<file path="src/rtl/mw_pkg.sv">
package mw_pkg;
  localparam int WORD_W    = 16;
  localparam int CMD_LEN   = 3;
  localparam logic [CMD_LEN-1:0] CMD_BITS = 3'b110;
  localparam int REPLY_LEN = WORD_W + 1;
  localparam int IDX_W     = $clog2(REPLY_LEN);

  typedef enum logic [2:0] {
    ST_IDLE,
    ST_PRE,
    ST_CMD,
    ST_ADR,
    ST_DAT,
    ST_POST
  } mw_state_e;
endpackage

</file>
<file path="src/rtl/mw_sck_gen.sv">
module mw_sck_gen #(
  parameter int HI_CYC = 188,
  parameter int LO_CYC = 63
) (
  input  logic clk_i,
  input  logic rst_ni,
  input  logic en_i,
  output logic sck_o,
  output logic rise_o,
  output logic slot_end_o
);
  localparam int MAXC  = (HI_CYC > LO_CYC) ? HI_CYC : LO_CYC;
  localparam int CNT_W = $clog2(MAXC + 1);

  logic [CNT_W-1:0] cnt_q;
  logic             hi_q;

  assign rise_o     = en_i && !hi_q && (cnt_q == CNT_W'(LO_CYC - 1));
  assign slot_end_o = en_i &&  hi_q && (cnt_q == CNT_W'(HI_CYC - 1));
  assign sck_o      = hi_q;

  always_ff @(posedge clk_i or negedge rst_ni) begin
    if (!rst_ni) begin
      cnt_q <= '0;
      hi_q  <= 1'b0;
    end else if (!en_i) begin
      cnt_q <= '0;
      hi_q  <= 1'b0;
    end else if (rise_o) begin
      cnt_q <= '0;
      hi_q  <= 1'b1;
    end else if (slot_end_o) begin
      cnt_q <= '0;
      hi_q  <= 1'b0;
    end else begin
      cnt_q <= cnt_q + 1'b1;
    end
  end
endmodule

</file>
<file path="src/rtl/mw_tx_mux.sv">
module mw_tx_mux
  import mw_pkg::*;
#(
  parameter int ADDR_W = 8
) (
  input  mw_state_e         state_i,
  input  logic [IDX_W-1:0]  idx_i,
  input  logic [ADDR_W-1:0] addr_i,
  output logic              sdo_o
);
  localparam int AW_IDX = $clog2(ADDR_W);

  logic [1:0]        cmd_sel;
  logic [AW_IDX-1:0] adr_sel;

  assign cmd_sel = 2'(CMD_LEN - 1) - idx_i[1:0];
  assign adr_sel = AW_IDX'(ADDR_W - 1) - idx_i[AW_IDX-1:0];

  always_comb begin
    unique case (state_i)
      ST_CMD:  sdo_o = CMD_BITS[cmd_sel];
      ST_ADR:  sdo_o = addr_i[adr_sel];
      default: sdo_o = 1'b0;
    endcase
  end
endmodule

</file>
<file path="src/rtl/mw_rx_shift.sv">
module mw_rx_shift
  import mw_pkg::*;
(
  input  logic              clk_i,
  input  logic              rst_ni,
  input  logic              shift_i,
  input  logic              bit_i,
  output logic [WORD_W-1:0] word_o
);
  // 17 shifts into 16 bits: the dummy lead bit drops off the top
  always_ff @(posedge clk_i or negedge rst_ni) begin
    if (!rst_ni)      word_o <= '0;
    else if (shift_i) word_o <= {word_o[WORD_W-2:0], bit_i};
  end
endmodule

</file>
<file path="src/rtl/mw_seq_reader.sv">
module mw_seq_reader
  import mw_pkg::*;
#(
  parameter int ADDR_W = 8,
  parameter int HI_CYC = 188,
  parameter int LO_CYC = 63
) (
  input  logic              clk_i,
  input  logic              rst_ni,
  input  logic              start_i,
  input  logic [ADDR_W-1:0] start_addr_i,
  input  logic [ADDR_W:0]   count_i,
  output logic              cs_o,
  output logic              sck_o,
  output logic              sdo_o,
  input  logic              sdi_i,
  output logic              busy_o,
  output logic              done_o,
  output logic              word_vld_o,
  output logic [WORD_W-1:0] word_o,
  output logic [ADDR_W-1:0] word_addr_o
);
  mw_state_e         state_q;
  logic [IDX_W-1:0]  idx_q;
  logic [ADDR_W-1:0] addr_q;
  logic [ADDR_W:0]   left_q;
  logic              rise, slot_end, run;
  logic [WORD_W-1:0] rx_word;

  assign run    = (state_q != ST_IDLE);
  assign busy_o = run;
  assign cs_o   = run && (state_q != ST_POST);

  mw_sck_gen #(.HI_CYC(HI_CYC), .LO_CYC(LO_CYC)) sck_gen_i (
    .clk_i      (clk_i),
    .rst_ni     (rst_ni),
    .en_i       (run),
    .sck_o      (sck_o),
    .rise_o     (rise),
    .slot_end_o (slot_end)
  );

  mw_tx_mux #(.ADDR_W(ADDR_W)) tx_i (
    .state_i (state_q),
    .idx_i   (idx_q),
    .addr_i  (addr_q),
    .sdo_o   (sdo_o)
  );

  mw_rx_shift rx_i (
    .clk_i   (clk_i),
    .rst_ni  (rst_ni),
    .shift_i (rise && (state_q == ST_DAT)),
    .bit_i   (sdi_i),
    .word_o  (rx_word)
  );

  always_ff @(posedge clk_i or negedge rst_ni) begin
    if (!rst_ni) begin
      state_q     <= ST_IDLE;
      idx_q       <= '0;
      addr_q      <= '0;
      left_q      <= '0;
      done_o      <= 1'b0;
      word_vld_o  <= 1'b0;
      word_o      <= '0;
      word_addr_o <= '0;
    end else begin
      done_o     <= 1'b0;
      word_vld_o <= 1'b0;
      unique case (state_q)
        ST_IDLE: begin
          if (start_i) begin
            if (count_i == '0) begin
              done_o <= 1'b1;
            end else begin
              state_q <= ST_PRE;
              addr_q  <= start_addr_i;
              left_q  <= count_i;
              idx_q   <= '0;
            end
          end
        end
        ST_PRE: if (slot_end) begin
          state_q <= ST_CMD;
          idx_q   <= '0;
        end
        ST_CMD: if (slot_end) begin
          if (idx_q == IDX_W'(CMD_LEN - 1)) begin
            state_q <= ST_ADR;
            idx_q   <= '0;
          end else idx_q <= idx_q + 1'b1;
        end
        ST_ADR: if (slot_end) begin
          if (idx_q == IDX_W'(ADDR_W - 1)) begin
            state_q <= ST_DAT;
            idx_q   <= '0;
          end else idx_q <= idx_q + 1'b1;
        end
        ST_DAT: if (slot_end) begin
          if (idx_q == IDX_W'(REPLY_LEN - 1)) begin
            state_q     <= ST_POST;
            idx_q       <= '0;
            word_vld_o  <= 1'b1;
            word_o      <= rx_word;
            word_addr_o <= addr_q;
            left_q      <= left_q - 1'b1;
          end else idx_q <= idx_q + 1'b1;
        end
        ST_POST: if (slot_end) begin
          if (left_q == '0) begin
            state_q <= ST_IDLE;
            done_o  <= 1'b1;
          end else begin
            state_q <= ST_PRE;
            addr_q  <= addr_q + 1'b1;
          end
        end
        default: state_q <= ST_IDLE;
      endcase
    end
  end
endmodule

</file>
<file path="config.mk">
export PLATFORM = sky130hd
export DESIGN_NAME = mw_seq_reader
export DESIGN_NICKNAME = d
export VERILOG_FILES = /design/src/rtl/mw_pkg.sv /design/src/rtl/mw_sck_gen.sv /design/src/rtl/mw_tx_mux.sv /design/src/rtl/mw_rx_shift.sv /design/src/rtl/mw_seq_reader.sv
export SDC_FILE = /design/constraint.sdc
export NUM_CORES = 1
export LEC_CHECK = 0
export BUFFER_PORTS_ARGS = -buffer_cell sky130_fd_sc_hd__buf_2
export CAP_MARGIN = 15
export CORE_UTILIZATION = 50
export DETAILED_ROUTE_END_ITERATION = 12
export PLACE_DENSITY = 0.68
export SETUP_SLACK_MARGIN = 0.4
export SLEW_MARGIN = 20
export SYNTH_ARGS = -nofsm -noshare
export SYNTH_HDL_FRONTEND = slang
export SYNTH_HIERARCHICAL = 1
export SYNTH_SLANG_ARGS = --single-unit
</file>
<file path="constraint.sdc">
create_clock -name clk_i -period 4.65 [get_ports clk_i]
set_clock_uncertainty 0.05 [all_clocks]
set_input_delay 1.395 -clock clk_i [delete_from_list [all_inputs] [get_ports clk_i]]
set_output_delay 1.395 -clock clk_i [all_outputs]
set_load 0.03 [all_outputs]
</file>
# == After elaboration in Yosys (flattened, before gate mapping) ==
# Index checks and enable logic that the tools add are counted.
# classes
addsub,6
n_mul,0
div_mod_pow,0
n_lt_le_gt_ge,2
eq_ne,23
shift,0
mux,51
bitwise_logic,0
n_reduce_logical,19
# ops
cell,count
8-bit 2-to-1 mux,7
5-bit 2-to-1 mux,9
9-bit 2-to-1 mux,4
3-bit 2-to-1 mux,10
5-bit case mux with 5 select lines,1
9-bit logical NOT,2
3-bit case mux with 6 select lines,1
9-bit case mux with 2 select lines,1
8-bit by 1-bit adder with 8-bit output (second input constant),2
8-bit case mux with 2 select lines,1
2-bit inequality test (second input constant),7
1-bit 2-to-1 mux,13
10-bit AND reduction,1
5-bit AND reduction,2
9-bit by 1-bit subtractor with 9-bit output (second input constant),1
8-bit by 6-bit == test with 1-bit output (second input constant),1
8-bit == test (second input constant),1
2-bit by 1-bit inequality test with 1-bit output (second input constant),4
7-bit AND reduction,1
3-bit by 2-bit == test with 1-bit output (second input constant),2
3-bit == test (second input constant),2
1-bit logical AND,6
5-bit by 1-bit adder with 5-bit output (second input constant),1
5-bit by 2-bit == test with 1-bit output (second input constant),1
18 further kinds,20
# totals
register_bits,76
latch_bits,0
ramBits,0
mem_bits_ro,0
inputBits,21
out_inout_bits,30
elab_cells,112
memories,0

# == Logic depth before layout (Yosys ltp) ==
# depth
word_depth,6
ltp_mapped,10

# == Hierarchy ==
# The synthesis kept the hierarchy.
# by_module_without_submodules
module,n_inst,cells_each,area_each_um2
mw_seq_reader,1,298,2691.3
mw_rx_shift,1,34,649.4
mw_sck_gen,1,48,506.7
mw_tx_mux,1,12,93.8

# == Worst setup path before layout ==
# No wires, ideal clock.
# synth_path
kind,input to register
start,input port count_i[2]
end,register addr_q[0]
setup_time_ns,0.121
t_arrival_ns,2.913
required_time_ns,4.479
path_slack_ns,1.565
path_stages,5
cell_sequence,or4_4 > o41a_1 > a22oi_4 > a21oi_2 > o22a_1
# synth_between
elab_chain_len,3
# synth_rtl
element,line,rtl
from (decl),mw_seq_reader.sv:12,"input logic [ADDR_W:0] count_i,"
9-bit logical NOT,mw_seq_reader.sv:74,if (count_i == '0) begin
2-bit inequality test (no source line),--,
5-bit AND reduction (no source line),--,
to (signal assigned),mw_seq_reader.sv:78,addr_q <= start_addr_i;
to (signal assigned),mw_seq_reader.sv:116,addr_q <= addr_q + 1'b1;
to (decl),mw_seq_reader.sv:25,logic [ADDR_W-1:0] addr_q;
# No other way between the ends.
# A chain may end at the register's enable or synchronous reset.

# == Worst setup path after layout ==
# layout_path
start,register state_q[2]
end,output port cs_o
# layout_between
elab_chain_len,2
elab_cells_between_ends,3
classes_between,1 x eq/ne; 2 x reduce/logical
# layout_rtl
element,line,rtl
from (decl),mw_seq_reader.sv:23,mw_state_e state_q;
from (signal assigned),mw_seq_reader.sv:60,state_q <= ST_IDLE;
from (signal assigned),mw_seq_reader.sv:77,state_q <= ST_PRE;
from (signal assigned),mw_seq_reader.sv:85,state_q <= ST_CMD;
3-bit inequality test or 3-bit nonzero test (tied branches),"mw_seq_reader.sv:32, mw_seq_reader.sv:30",
1-bit logical AND (*),mw_seq_reader.sv:32,assign cs_o = run && (state_q != ST_POST);
to (decl),mw_seq_reader.sv:13,"output logic cs_o,"
# Mark *: on every way between the ends. The rest lies on a longest branch, timed or not.

==> results_dict.tcl <==
set metrics [dict create \
    outcome "finished, final reports clean" \
    placed_cell_area_mm2 0.00425 \
    nets 468 \
    cts_setup_buffers 0 \
    grt_pass1_vias 2852 \
    setup_viol 0 \
    syn_to_final_growth_pct 13.0 \
    rsz0062_at_grt "false" \
    rows 32 \
    grt_remaining_overflow 0 \
    p_switching_mw 0.623 \
    cts_tree "yes" \
    die_area_mm2 0.00824 \
    synth_edf_count 0 \
    grt_pass1_wl_um 14200 \
    p_leak_nw 2.11 \
    ios 51 \
    antenna_left 0 \
    portBuffers 50 \
    drive_gt1_share_pct 24.5 \
    via_count 3032 \
    r2r_cells 8 \
    r2r_slack_ns 1.45 \
    route.detailed.drc 0 \
    worstMarginPinSlew_ns 0.950 \
    cap_violations 0 \
    ctsHoldBuffers 0 \
    h-tree-depth 3 \
    whs_endpoint "word_o[5]" \
    crit_start "state_q[2]" \
    end_kind "primary output" \
    clkTransAtPathRegs_ns 0.09 \
    hold_viol_final 0 \
    final_util_pct 58.0 \
    hp-class "reg2reg" \
    ys_types 66 \
    n_antenna_cell 0 \
    syn_inst 392 \
    reg2reg_from "sck_gen_i/cnt_q[0]" \
    die_x_um 90.8 \
    async_flop_share_pct 100 \
    syn-num-nets 420 \
    hpwlAfterDp_um 5630 \
    gp_congestion 0.840 \
    combinationalPowerShare_pct 21.0 \
    holdPathStages 2 \
    via_per_inst 5.54 \
    yosys-top-cells-area "dfrtp_1, nand2_1, mux2_2" \
    p_int_mw 1.17 \
    p_sw_share_pct 34.7 \
    cts_root_buffer "clkbuf_8" \
    regArea_mm2 0.00190 \
    hold_start "word_o[5]" \
    startpoint_type "flop" \
    yosysSeqAreaShare_pct 48.3 \
    crit_required_ns 3.20 \
    pwr-share-clk_pct 29.4 \
    drt_iter0_markers 163 \
    fin_tns_setup_ns 0 \
    final_max_slew_viol_count 0 \
    firstDrtPassIters 4 \
    max_slew_margin_pct 36.6 \
    ys_warn_count 6 \
    syn-cell-area_mm2 0.00394 \
    synth.top_cell.area_share_pct 48.3 \
    ys_top_cells_by_count "nand2_1, dfrtp_1, a21oi_1, o21ai_0, mux2_2" \
    cts_buffer_depth 2 \
    r2r-end "left_q[0]" \
    final_area_mm2 0.00446 \
    clk_latency_ns 0.36 \
    cts_resized 0 \
    start_util_pct 51.3 \
    grt_start_max_net_pins 77 \
    dieHeight_um 90.8 \
    synth_area_leader_cell "dfrtp_1" \
    track_usage_pct 21.8 \
    ir_drop_mv 0.202 \
    numCtsBuffers 9 \
    seq_power_share_pct 49.6 \
    max_freq_mhz 267 \
    syn_avg_cell_area_um2 10.1 \
    clock-sinks 76 \
    cp.arrival_ns 2.30 \
    synth_seq_cells 76 \
    wl_per_cell_um 15.3 \
    antenna_found_initial 0 \
    multi_input_area_mm2 0.00190 \
    crit_fanout 17 \
    fillers 711 \
    power.density_mw_per_mm2 403 \
    synthFlopType "dfrtp_1" \
    power_mw 1.80 \
    fin_crit_ns 3.75 \
    core_region_area_mm2 0.00769 \
    worstSetupPathType "reg2out" \
    post-route-period-util_pct 80.6 \
    yosysMostFrequentCell "nand2_1" \
    wl_um 8350 \
]
power by group through the flow:
| stage | Clock, mW | Combinational [mW] | Sequential (mW) |
|---|---|---|---|
| global route | 0.565 | 0.425 | 0.906 |
| floorplan | 0 | 0.297 | 0.850 |
| detailed placement | 0 | 0.376 | 0.902 |
| finish | 0.528 | 0.377 | 0.890 |
| CTS | 0.542 | 0.381 | 0.889 |
| global placement | 0 | 0.365 | 0.895 |
cell usage in the layout, fill, tap and decap left out, types with 3 or more instances in the layout:
master	netlist	final
nand3_1	12	12
nand2b_1	8	8
nor4b_1	3	3
mux2i_1	5	5
nand2_1	78	78
nor3_1	9	9
and2_1	4	4
a22o_1	4	4
nor4_1	3	3
nor2b_1	4	4
o22ai_1	9	9
o21ai_1	6	6
buf_2	4	49
nor2_1	13	13
dfrtp_1	76	76
or3_1	4	4
o21ai_0	16	16
ha_1	7	7
nand4_1	4	4
mux2_2	14	14
mux2_4	10	10
a21oi_1	29	29
clkbuf_8	0	10
inv_1	12	12
worst max-delay path: stages, from the launching register on:
cell and delay (ns):
dfrtp_1 0.56, nor2b_1 0.49, and2_1 0.58, nor2_1 0.11, buf_2 0.20
metrics by stage:
| stage | hold WS [ns] | setup slack, ns | instances |
|---|---|---|---|
| after floorplan | 0.385 | 1.57 | 392 |
| after global placement | 0.403 | 1.34 | 531 |
| after detailed placement | 0.404 | 1.31 | 531 |
| after CTS | 0.430 | 0.895 | 547 |
| after global routing | 0.444 | 0.691 | 547 |
| final | 0.426 | 0.903 | 547 |
routing by layer:
layer	up-vias	part of all wire (%)	global-route usage [%]
met1	1457	49	32.0
met2	58	45	31.6
met5	-	0	0
li1	1507	-	-
met4	0	1.6	10.1
met3	10	4.0	3.37
cell families (layout without fill, tap and decap cells):
logic type	after synthesis	after routing	synth area share [%]
multiplexers	29	29	9.08
buffers and inverters	28	81	3.43
adder cells (fa/ha/maj)	7	7	2.22
flip-flops	76	76	48.3
AND/OR/NAND/NOR	157	157	20.4
AO/OA/AOI/OAI	92	92	16.0
XOR/XNOR	3	3	0.667
flip-flops by register name (all words and copies together) (netlist names), 3 cells and up:
| register | flops |
|---|---|
| sck_gen_i/cnt_q | 8 |
| left_q | 9 |
| state_q | 3 |
| rx_i/word_o | 16 |
| word_addr_o | 8 |
| addr_q | 8 |
| word_o | 16 |
| idx_q | 5 |
layout make-up:
class | count | share of cell area, %
inverters | 14 | 1.18
well taps | 102 | 2.86
clock buffers | 10 | 3.09
repair buffers | 51 | 5.84
multi-input cells | 288 | 42.7
clock inverters | 6 | 1.60
flip-flops and latches | 76 | 42.7
worst max path at each step:
| stage | endpoint | slack (ns) | cells past startpoint |
|---|---|---|---|
| after floorplan | addr_q[0] | 1.57 | 5 |
| after global placement | cs_o | 1.34 | 4 |
| after detailed placement | cs_o | 1.31 | 4 |
| after CTS | cs_o | 0.89 | 4 |
| after global routing | cs_o | 0.69 | 4 |
| final | cs_o | 0.90 | 4 |
Power figures use the tool's default switching activity.
